===== src/rtl/hyb_pkg.sv =====
`timescale 1ns/1ps
package hyb_pkg;
  // Training strobes from the control to the datapath
  typedef struct packed {
    logic bimInc;
    logic bimDec;
    logic gshInc;
    logic gshDec;
    logic selInc;
    logic selDec;
    logic ghrShift;
    logic ghrBit;
  } trainStrb_t;

  localparam logic [1:0] CNT_INIT = 2'd2;
  localparam logic [1:0] SEL_INIT = 2'd1;
endpackage


===== src/rtl/hyb_ctrl.sv =====
`timescale 1ns/1ps
module hyb_ctrl
  import hyb_pkg::*;
(
  input  logic       clk,
  input  logic       rstN,
  input  logic       resValid,
  input  logic       resTaken,
  input  logic       resBimPred,
  input  logic       resGshPred,
  output trainStrb_t strb
);
  logic disagree;

  always_comb begin
    disagree      = resBimPred ^ resGshPred;
    strb.bimInc   = resValid & resTaken;
    strb.bimDec   = resValid & ~resTaken;
    strb.gshInc   = resValid & resTaken;
    strb.gshDec   = resValid & ~resTaken;
    strb.selInc   = resValid & disagree & (resGshPred == resTaken);
    strb.selDec   = resValid & disagree & (resBimPred == resTaken);
    strb.ghrShift = resValid;
    strb.ghrBit   = resTaken;
  end

  AST_SEL_EXCL: assert property (@(posedge clk) disable iff (!rstN)
    $onehot0({strb.selInc, strb.selDec}));
  AST_TRAIN_EVERY: assert property (@(posedge clk) disable iff (!rstN)
    resValid |-> ($countones({strb.gshInc, strb.gshDec, strb.bimInc, strb.bimDec}) == 2));
endmodule


===== src/rtl/hyb_datapath.sv =====
`timescale 1ns/1ps
module hyb_datapath
  import hyb_pkg::*;
#(
  parameter int IDX_W = 6
) (
  input  logic             clk,
  input  logic             rstN,
  input  logic [IDX_W-1:0] fetchIdx,
  input  trainStrb_t       strb,
  input  logic [IDX_W-1:0] resBimIdx,
  input  logic [IDX_W-1:0] resGshIdx,
  output logic [IDX_W-1:0] bimIdx,
  output logic [IDX_W-1:0] gshIdx,
  output logic             bimPred,
  output logic             gshPred,
  output logic             useHist,
  output logic             finalPred
);
  localparam int ENTRIES = 1 << IDX_W;

  logic [1:0]       bimTab [ENTRIES];
  logic [1:0]       gshTab [ENTRIES];
  logic [1:0]       selTab [ENTRIES];
  logic [IDX_W-1:0] ghr;
  logic [1:0]       bimCur, gshCur, selCur;

  function automatic logic [1:0] satStep(input logic [1:0] v, input logic up, input logic dn);
    if (up && v != 2'd3) return v + 2'd1;
    if (dn && v != 2'd0) return v - 2'd1;
    return v;
  endfunction

  // Fetch side: read before any same-cycle write lands
  always_comb begin
    bimIdx    = fetchIdx;
    gshIdx    = fetchIdx ^ ghr;
    bimPred   = bimTab[bimIdx][1];
    gshPred   = gshTab[gshIdx][1];
    useHist   = selTab[bimIdx][1];
    finalPred = useHist ? gshPred : bimPred;
    bimCur    = bimTab[resBimIdx];
    gshCur    = gshTab[resGshIdx];
    selCur    = selTab[resBimIdx];
  end

  always_ff @(posedge clk or negedge rstN) begin
    if (!rstN) begin
      for (int e = 0; e < ENTRIES; e++) begin
        bimTab[e] <= CNT_INIT;
        gshTab[e] <= CNT_INIT;
        selTab[e] <= SEL_INIT;
      end
    end else begin
      bimTab[resBimIdx] <= satStep(bimCur, strb.bimInc, strb.bimDec);
      selTab[resBimIdx] <= satStep(selCur, strb.selInc, strb.selDec);
      gshTab[resGshIdx] <= satStep(gshCur, strb.gshInc, strb.gshDec);
    end
  end

  always_ff @(posedge clk or negedge rstN) begin
    if (!rstN) ghr <= '0;
    else if (strb.ghrShift) ghr <= {ghr[IDX_W-2:0], strb.ghrBit};
  end

  AST_BIM_STEP: assert property (@(posedge clk) disable iff (!rstN)
    (strb.bimInc && bimCur != 2'd3) |=> (bimTab[$past(resBimIdx)] == $past(bimCur) + 2'd1));
  AST_BIM_FLOOR: assert property (@(posedge clk) disable iff (!rstN)
    (strb.bimDec && bimCur == 2'd0) |=> (bimTab[$past(resBimIdx)] == 2'd0));
  AST_GSH_CEIL: assert property (@(posedge clk) disable iff (!rstN)
    (strb.gshInc && gshCur == 2'd3) |=> (gshTab[$past(resGshIdx)] == 2'd3));
  AST_SEL_HOLD: assert property (@(posedge clk) disable iff (!rstN)
    (!strb.selInc && !strb.selDec) |=> (selTab[$past(resBimIdx)] == $past(selCur)));
  AST_GHR_SHIFT: assert property (@(posedge clk) disable iff (!rstN)
    strb.ghrShift |=> (ghr[0] == $past(strb.ghrBit)));
  AST_GHR_IDLE: assert property (@(posedge clk) disable iff (!rstN)
    !strb.ghrShift |=> $stable(ghr));
endmodule


===== src/rtl/hybrid_predictor.sv =====
`timescale 1ns/1ps
module hybrid_predictor
  import hyb_pkg::*;
#(
  parameter int PC_W  = 32,
  parameter int IDX_W = 6
) (
  input  logic             clk,
  input  logic             rstN,
  input  logic [PC_W-1:0]  fetchPc,
  output logic             predTaken,
  output logic             predBim,
  output logic             predHist,
  output logic             predUseHist,
  output logic [IDX_W-1:0] fetchBimIdx,
  output logic [IDX_W-1:0] fetchHistIdx,
  input  logic             resValid,
  input  logic             resTaken,
  input  logic [IDX_W-1:0] resBimIdx,
  input  logic [IDX_W-1:0] resHistIdx,
  input  logic             resBimPred,
  input  logic             resHistPred
);
  trainStrb_t strb;
  logic       unusedPcBits;

  assign unusedPcBits = ^{fetchPc[PC_W-1:IDX_W+2], fetchPc[1:0]};

  hyb_ctrl i_ctrl (
    .clk        (clk),
    .rstN       (rstN),
    .resValid   (resValid),
    .resTaken   (resTaken),
    .resBimPred (resBimPred),
    .resGshPred (resHistPred),
    .strb       (strb)
  );

  hyb_datapath #(.IDX_W(IDX_W)) i_dp (
    .clk       (clk),
    .rstN      (rstN),
    .fetchIdx  (fetchPc[IDX_W+1:2]),
    .strb      (strb),
    .resBimIdx (resBimIdx),
    .resGshIdx (resHistIdx),
    .bimIdx    (fetchBimIdx),
    .gshIdx    (fetchHistIdx),
    .bimPred   (predBim),
    .gshPred   (predHist),
    .useHist   (predUseHist),
    .finalPred (predTaken)
  );
endmodule


===== config.mk =====
export PLATFORM = sky130hd
export DESIGN_NAME = hybrid_predictor
export DESIGN_NICKNAME = d
export VERILOG_FILES = /design/src/rtl/hyb_pkg.sv /design/src/rtl/hyb_ctrl.sv /design/src/rtl/hyb_datapath.sv /design/src/rtl/hybrid_predictor.sv
export SDC_FILE = /design/constraint.sdc
export NUM_CORES = 1
export LEC_CHECK = 0
export BUFFER_PORTS_ARGS = -buffer_cell sky130_fd_sc_hd__buf_2
export CAP_MARGIN = 20
export CORE_ASPECT_RATIO = 2
export CORE_MARGIN = 3
export CORE_UTILIZATION = 55
export CTS_CLUSTER_DIAMETER = 200
export CTS_CLUSTER_SIZE = 40
export DETAILED_ROUTE_END_ITERATION = 6
export GPL_TIMING_DRIVEN = 0
export HOLD_SLACK_MARGIN = 0.06
export MAX_ROUTING_LAYER = met4
export PLACE_DENSITY = 0.72
export SKIP_LAST_GASP = 1
export SYNTH_ARGS = -nofsm -noshare
export SYNTH_HDL_FRONTEND = slang
export SYNTH_SLANG_ARGS = --single-unit

===== constraint.sdc =====
create_clock -name clk -period 7.95 [get_ports clk]
set_input_delay 2.385 -clock clk [delete_from_list [all_inputs] [get_ports clk]]
set_output_delay 2.385 -clock clk [all_outputs]
set_load 0.1 [all_outputs]

; ---- After elaboration in Yosys (flattened, before gate mapping)
; Cells that the tools add are included.
[word_totals]
register_bits = 390
input_bits = 50
output_inout_bits = 16
elab_cells = 280
[op_classes]
add_sub_neg = 6
order_cmp = 6
n_eq_ne = 5
n_mux = 47
bitwise_logic = 12
reduce_logical = 11
[op_table]
columns = cell, count
row1 = $bwmux 128, 3
row2 = $bmux 2 s6, 6
row3 = $mux 2, 26
row4 = $ge 7x7->1 const B, 4
row5 = $not 6->7, 4
row6 = $demux 2 s6, 2
row7 = $lt 7x1->1 const B, 2
row8 = $mux 1, 10
row9 = $logic_and 1x1->1, 8
row10 = $add 2x1->2 const B, 3
row11 = $ne 2x2->1 const B, 3
row12 = $reduce_bool 2->1, 3
row13 = $sub 2x1->2 const B, 3
row14 = $xor 6x6->6, 1
row15 = $and 1x1->1, 5
row16 = $eq 1x1->1, 2
row17 = $not 1->1, 1
row18 = $xor 1x1->1, 1

; ---- Longest topological paths before layout
; Gate-level depths: netlist (run 1).
[depth]
ltp_word = 11
depth_mapped = 21
ltp_nobuf = 14

; ---- Cells and area by module
; From an unflattened synthesis (run 1), not the netlist that was laid out.
[hier_totals]
hier_cells = 1967
hier_area_um2 = 20473.4
[by_module_without_submodules]
columns = mod, instances, cells_per_inst, area_each_um2, seq_area_each_um2
row1 = hyb_datapath, 1, 1955, 20398.3, 9999.6
row2 = hyb_ctrl, 1, 12, 75.1, 0.0

; ---- Worst setup path after synthesis (run 1)
; No wires, ideal clock.
[synth_timing]
kind = in2out
from = in fetchPc[4]
to = out predTaken
arrival_ns = 7.157
t_required_ns = 5.565
setup_slack_ns = -1.592
stages = 8
path_buffers = 1
path_cell_list = clkbuf_1 > xor2_1 > and2_1 > a22oi_1 > nand4_1 > o31ai_1 > nor2_1 > mux2_2
[synth_between]
elab_chain_cells = 6
elab_cells_between_ends = 13
classes_between = mux (10) / bitwise (3)
[synth_rtl]
columns = element, line_no
row1 = "start, declared", hybrid_predictor.sv:10  ; input logic [PC_W-1:0] fetchPc,
row2 = $xor 6x6->6, hyb_datapath.sv:37  ; gshIdx = fetchIdx ^ ghr;
row3 = named net fetchHistIdx[2], hybrid_predictor.sv:16  ; output logic [IDX_W-1:0] fetchHistIdx,
row4 = $not 6->7 (not written as such), hyb_datapath.sv:39  ; gshPred = gshTab[gshIdx][1];
row5 = $bmux 2 s6, hyb_datapath.sv:39
row6 = $mux 2 (not written as such) (2 in series), hyb_datapath.sv:39
row7 = named net predHist, hybrid_predictor.sv:13  ; output logic predHist,
row8 = $mux 1, hyb_datapath.sv:41  ; finalPred = useHist ? gshPred : bimPred;
row9 = "end, declared", hybrid_predictor.sv:11  ; output logic predTaken,
; The timed path passes the listed nets, and every way through them passes these cells. The select of a mux whose other input is x is not followed.

; ---- Worst setup path in the final report (run 1)
[layout_timing]
from = in fetchPc[2]
to = out predTaken
[layout_between]
elab_chain_cells = 6
elab_cells_between_ends = 13
classes_between = mux (10) / bitwise (3)
[layout_rtl]
columns = element, line_no
row1 = $xor 6x6->6, hyb_datapath.sv:37
row2 = $not 6->7 (not written as such), hyb_datapath.sv:39
row3 = $bmux 2 s6, hyb_datapath.sv:39
row4 = $mux 2 (not written as such) (2 in series), hyb_datapath.sv:39
row5 = $mux 1 (*), hyb_datapath.sv:41
; Mark *: on every way between the ends. The rest lies on a longest branch, timed or not. The select of a mux whose other input is x is not followed.

==> results.py, run 1 <==
metrics = {
    "status": {
        "status": "finished, final reports clean",
    },
    "synthesis": {
        "avgSynthCellArea_sq_um": 9.84,
        "yosys_warnings": 0,
        "syn-cell-area_sq_um": 20200,
        "synthDominantCellAreaShare": 0.249,
        "syn_nets": 2112,
        "synth_seq_cells": 390,
        "synth_flop_cell": "dfrtp_1",
        "synth.area.top_cells": "dfstp_2 25%, dfrtp_1 24%, mux4_2 9.0%",
        "ys_seq_area_frac": 0.494,
        "yosysTopAreaCell": "dfstp_2",
        "synth_cells": 2056,
        "async_flop_share": 1.00,
        "ys_types": 69,
        "synth_edf_count": 0,
    },
    "layout": {
        "register_area_sq_um": 10000,
        "layout.nets": 2182,
        "layout-area-overhead-vs-synth_pct": 7.43,
        "final_util": 0.603,
        "fillCellCount": 3111,
        "insertedDiodeCount": 0,
        "multi_input_area_sq_um": 9610,
        "stdcell_area_sq_um": 21700,
        "final_layout_size_suffix_gt1_frac": 0.220,
        "final_cells": 2582,
    },
    "die": {
        "pin_count": 66,
        "core-area_sq_um": 36000,
        "std_cell_rows": 98,
        "dieWidth_microns": 142,
        "start_util": 0.561,
        "dieArea_sq_um": 39300,
        "die_h_microns": 277,
    },
    "critical_path": {
        "slowest_delay_ns": 0.58,
        "critPathCaptureType": "primary output",
        "critPathMaxFanout": 10,
        "startpoint_type": "input port",
        "required_ns": 5.57,
        "path_cells": "buf_2 > buf_6 > buf_4 > mux4_2 > mux4_2 > a211oi_1 > a21oi_2 > mux2_2 > buf_2",
        "r2r_start": "i_dp.bimTab[37]",
        "path_class": "input port to primary output",
        "cp.arrival_ns": 5.47,
        "slowest_stage": "mux4_2",
        "cp-startpoint": "fetchPc[2]",
    },
    "sta": {
        "rsz0062_at_grt": "no",
        "fin_crit_sh": 0.988,
        "maxSlewViolCount": 0,
        "fmax_mhz": 127,
        "worst_hold_slack_ns": 0.490,
        "final_hold_viol_count": 0,
        "postLayoutSetupSlackWorst_ns": 0.0976,
        "worst-slew-pin-transition_ns": 1.22,
        "post-route-min-period_ns": 7.85,
        "setup_viol": 0,
        "fin_setup_tns_ns": 0,
        "final.setup_skew_ns": 0.0327,
        "relSlewSlack": 0.182,
    },
    "power_and_ir_drop": {
        "p_per_area_nw_per_um2": 263,
        "vdd_drop_max_uv": 378,
        "power_mw": 5.72,
        "p_leak_nw": 8.55,
    },
    "clock_tree": {
        "cts_sinks": 390,
        "clk_pin_slew_worst_paths_ns": 0.15,
        "htreeDepth": 1,
        "cts_buffers": 13,
        "clockRootBuffer": "clkbuf_16",
        "clk_path_buf_depth": 3,
        "clk_latency_ns": 0.57,
        "cts_hold_buf": 0,
        "cts_tree": "built",
    },
    "global_route": {
        "grt_max_degree": 120,
        "antenna_found_initial": 0,
        "grt_pass1_vias": 17558,
        "grtUsageMet1": 0.386,
        "grt_pass1_wl_microns": 114000,
        "gr-usage-met2": 0.700,
        "top_usage_layer": "met2",
        "grt_usage": 0.413,
        "overflow": 0,
        "grt_util_met3": 0.0493,
    },
    "detailed_routing": {
        "first_pass_iters": 5,
        "routed_wl_microns": 78200,
        "route.detailed.drc": 0,
        "wl_per_cell_microns": 30.3,
        "ant_nets": 0,
        "viasPerCell": 6.54,
        "vias": 16883,
        "drt-initial-drc-count": 1444,
    },
    "placed_design": {
        "placed_area_sq_um": 21300,
        "dp_hpwl_microns": 60300,
        "io_buffers": 31,
        "pre_cts_slack_ns": -0.751,
        "place.gp.congestion": 1.07,
        "place_inst": 2555,
    },
    "hold_path": {
        "worst_hold_startpoint": "i_dp.selTab[18]",
        "hold_path.class": "flop to flop",
    },
    "flow_run": {
        "cap_violations": 0,
    },
}
-- report_power, final --
part           internal [mW]  total [mW]  switching, mW
combinational          0.641        1.79           1.15
sequential              2.62        2.98          0.367
clock                  0.318       0.949          0.631
total                   3.58        5.72           2.14
-- critical path, delay by kind of cell --
kind,cells,cell delay (ns)
AOI/OAI and AO/OA,2,0.43
muxes,3,1.43
buffers and inverters,4,1.19
-- placed cells by master, fill, tap and decap left out, types with 20 or more instances in the layout --
cell	count
a21oi_1	137
a221oi_1	20
a22oi_1	30
buf_2	67
buf_4	20
clkbuf_1	72
dfrtp_1	198
dfstp_2	192
mux2_2	31
mux2i_1	62
mux4_2	81
nand2_1	432
nor2_1	184
o21ai_0	287
-- path summary, 6_finish.rpt --
kind                       cells past startpoint         endpoint  slack (ns)
setup reg to reg                              15  i_dp.bimTab[45]        3.47
setup / recovery                               9        predTaken         0.1
min in group asynchronous                      1  i_dp.gshTab[52]        1.74
hold / removal                                 2  i_dp.selTab[18]        0.49
hold reg to reg                                2  i_dp.selTab[18]        0.49
max in group asynchronous                      3  i_dp.bimTab[88]        4.79
-- layer usage --
layer	wire, microns	vias to the layer above
li1	-	7448
met1	23600	8209
met2	40400	810
met3	3990	416
met4	10300	0
met5	0	-
-- synth_stat cells (all sizes together), types with 30 or more instances --
master and count:
o21ai 289, mux2i 62, dfrtp 198, a21oi 140, dfstp 192, mux2 43, nor2 185, mux4 81
nand2 432, clkbuf 71, a22oi 30, buf 63
-- cell families (layout without fill, tap and decap cells) --
logic type      Yosys count  in the layout  synth area share
mux                     186            186             0.145
compound gates          574            574             0.163
simple gates            737            737             0.155
flops                   390            390             0.494
buf+inv                 154            230            0.0349
xor+xnor                  9              9           0.00390
fa+ha+maj                 6              6           0.00371
-- layout make-up --
| cell class | instances | area share |
|---|---|---|
| Clock inverter | 2 | 0.000921 |
| Timing Repair Buffer | 55 | 0.0217 |
| Multi-Input combinational cell | 1512 | 0.442 |
| Sequential cell | 390 | 0.460 |
| Inverter | 20 | 0.00345 |
| Clock buffer | 19 | 0.0160 |
| Tap cell | 450 | 0.0259 |
| Buffer | 134 | 0.0300 |
-- flip-flops by register name (all words and copies together) (netlist names) --
| signal | flops |
|---|---|
| i_dp.selTab | 128 |
| i_dp.bimTab | 128 |
| i_dp.gshTab | 128 |
| i_dp.ghr | 6 |
-- timing repair --
| item | 4_1_cts | 5_1_grt |
|---|---|---|
| buffers inserted | 3 | 0 |
| pin swaps | 1 | 0 |
| setup endpoints to repair | 3 | 1 |
| gates resized for setup | 12 | 1 |
No activity file was read; power rests on OpenSTA's default activity.
==> run 2, diff against run 1 <==
Settings changed: CORE_ASPECT_RATIO 2 to unset, CORE_UTILIZATION 55 to 60, PLACE_DENSITY 0.72 to 0.77.
==> results.py, run 2 (same netlist as run 1, synthesis figures left out) <==
metrics = {
    "clock_tree": {
        "cts_buffers": 13,
        "clk_latency_ns": 0.54,
        "clk_path_buf_depth": 3,
        "clk_pin_slew_worst_paths_ns": 0.14,
        "cts_hold_buf": 0,
        "clockRootBuffer": "clkbuf_16",
        "htreeDepth": 1,
        "cts_sinks": 390,
        "cts_tree": "built",
    },
    "global_route": {
        "grt_pass1_vias": 16907,
        "grt_usage": 0.376,
        "overflow": 0,
        "grt_pass1_wl_microns": 100000,
        "grt_max_degree": 116,
        "antenna_found_initial": 0,
    },
    "status": {
        "status": "complete, but fails checks",
        "violations": "negative setup slack",
    },
    "detailed_routing": {
        "viasPerCell": 6.62,
        "first_pass_iters": 6,
        "routed_wl_microns": 65800,
        "wl_per_cell_microns": 25.7,
        "ant_nets": 0,
        "drt-initial-drc-count": 2003,
        "route.detailed.drc": 0,
        "vias": 16982,
    },
    "sta": {
        "fmax_mhz": 126,
        "fin_setup_tns_ns": -0.0177,
        "post-route-min-period_ns": 7.97,
        "fin_crit_sh": 1.00,
        "worst-slew-pin-transition_ns": 1.18,
        "setup_viol": 1,
        "final.setup_skew_ns": 0.0250,
        "maxSlewViolCount": 0,
        "relSlewSlack": 0.209,
        "postLayoutSetupSlackWorst_ns": -0.0177,
        "final_hold_viol_count": 0,
        "rsz0062_at_grt": "no",
        "worst_hold_slack_ns": 0.488,
    },
    "power_and_ir_drop": {
        "p_per_area_nw_per_um2": 260,
        "swShare": 0.365,
        "p_leak_nw": 8.47,
        "p_int_mw": 3.56,
        "vdd_drop_max_uv": 277,
        "p_seq_frac": 0.532,
        "clkPwrFrac": 0.167,
        "combPwrFrac": 0.301,
        "p_switching_mw": 2.05,
    },
    "die": {
        "start_util": 0.616,
        "dieArea_sq_um": 36000,
        "pin_count": 66,
        "dieWidth_microns": 190,
        "core-area_sq_um": 32900,
        "die_h_microns": 190,
        "std_cell_rows": 66,
    },
    "critical_path": {
        "startpoint_type": "input port",
        "cp.arrival_ns": 5.58,
        "critPathCaptureType": "primary output",
        "reg2regPathDepth": 13,
        "path_class": "input port to primary output",
        "required_ns": 5.57,
        "critPathMaxFanout": 10,
    },
    "layout": {
        "reg_top3": "i_dp.bimTab (128), i_dp.gshTab (128), i_dp.selTab (128)",
        "final_common_cell": "nand2_1",
        "layout-area-overhead-vs-synth_pct": 6.70,
        "layout.nets": 2172,
        "final_layout_size_suffix_gt1_frac": 0.213,
        "mostFrequentLayoutCells": "432 x nand2_1, 287 x o21ai_0, 198 x dfrtp_1",
        "insertedDiodeCount": 0,
        "fillCellCount": 2721,
    },
    "placed_design": {
        "dp_hpwl_microns": 47200,
        "io_buffers": 31,
        "place.gp.congestion": 1.03,
    },
    "hold_path": {
        "worst_hold_path.num_cells": 2,
        "hold_path.class": "flop to flop",
    },
    "flow_run": {
        "cap_violations": 0,
    },
}
-- run 2: critical path, stage by stage --
cell and delay (ns):
clkbuf_1 0.40, clkbuf_1 0.78, mux4_2 0.48, mux4_2 0.51
mux2i_1 0.22, a21oi_2 0.14, mux2_2 0.24, buf_2 0.41
-- run 2: power groups by stage --
stage	Sequential, mW	Clock (mW)	Combinational, mW
floorplan	2.85	0	1.20
global placement	2.97	0	1.60
detailed placement	3.00	0	1.66
CTS	2.97	0.942	1.66
global route	3.03	1.00	1.83
finish	2.99	0.936	1.69
-- run 2: layout make-up --
type                            instances  area [sq um]  area share
Tap cell                              442           553      0.0256
Timing Repair Buffer                   45           348      0.0161
Multi-Input combinational cell       1512          9600       0.445
Sequential cell                       390         10000       0.463
Clock buffer                           20           352      0.0163
Buffer                                134           653      0.0303
Clock inverter                          1          11.3    0.000522
Inverter                               20          75.1     0.00348
-- run 2: timing repair --
item,in CTS,in global routing
resized for setup,5,6
setup endpoints to repair,2,1
buffers inserted,0,0
-- run 2: metal layers --
layer	vias up	routed length (microns)	GRT usage
li1	7424	-	-
met1	8243	24400	0.464
met2	1021	30600	0.597
met3	294	6390	0.0663
met4	0	4460	0.204
met5	-	0	-
-- run 2: worst paths after layout --
path,start,to,slack [ns]
worst max register to register,i_dp.selTab[0],i_dp.selTab[38],3.78
worst max-delay path,fetchPc[3],predTaken,-0.02
worst min-delay path,i_dp.selTab[112],i_dp.selTab[112],0.49
max in group asynchronous,rstN,i_dp.bimTab[9],4.32
worst min register to register,i_dp.selTab[112],i_dp.selTab[112],0.49
min in group asynchronous,rstN,i_dp.gshTab[94],1.79
-- run 2: metrics by stage --
stage | total power [mW] | std cells | instance area (sq um) | setup WS [ns] | utilization
finish | 5.61 | 2564 | 21600 | -0.0177 | 0.657
global route | 5.87 | 2564 | 21600 | 0.0159 | 0.657
CTS | 5.57 | 2559 | 21500 | 0.0318 | 0.655
detailed placement | 4.66 | 2538 | 21100 | -0.412 | 0.643
global placement | 4.57 | 2529 | 21000 | -2.83 | 0.639
floorplan | 4.05 | 2056 | 20300 | 0.0575 | -
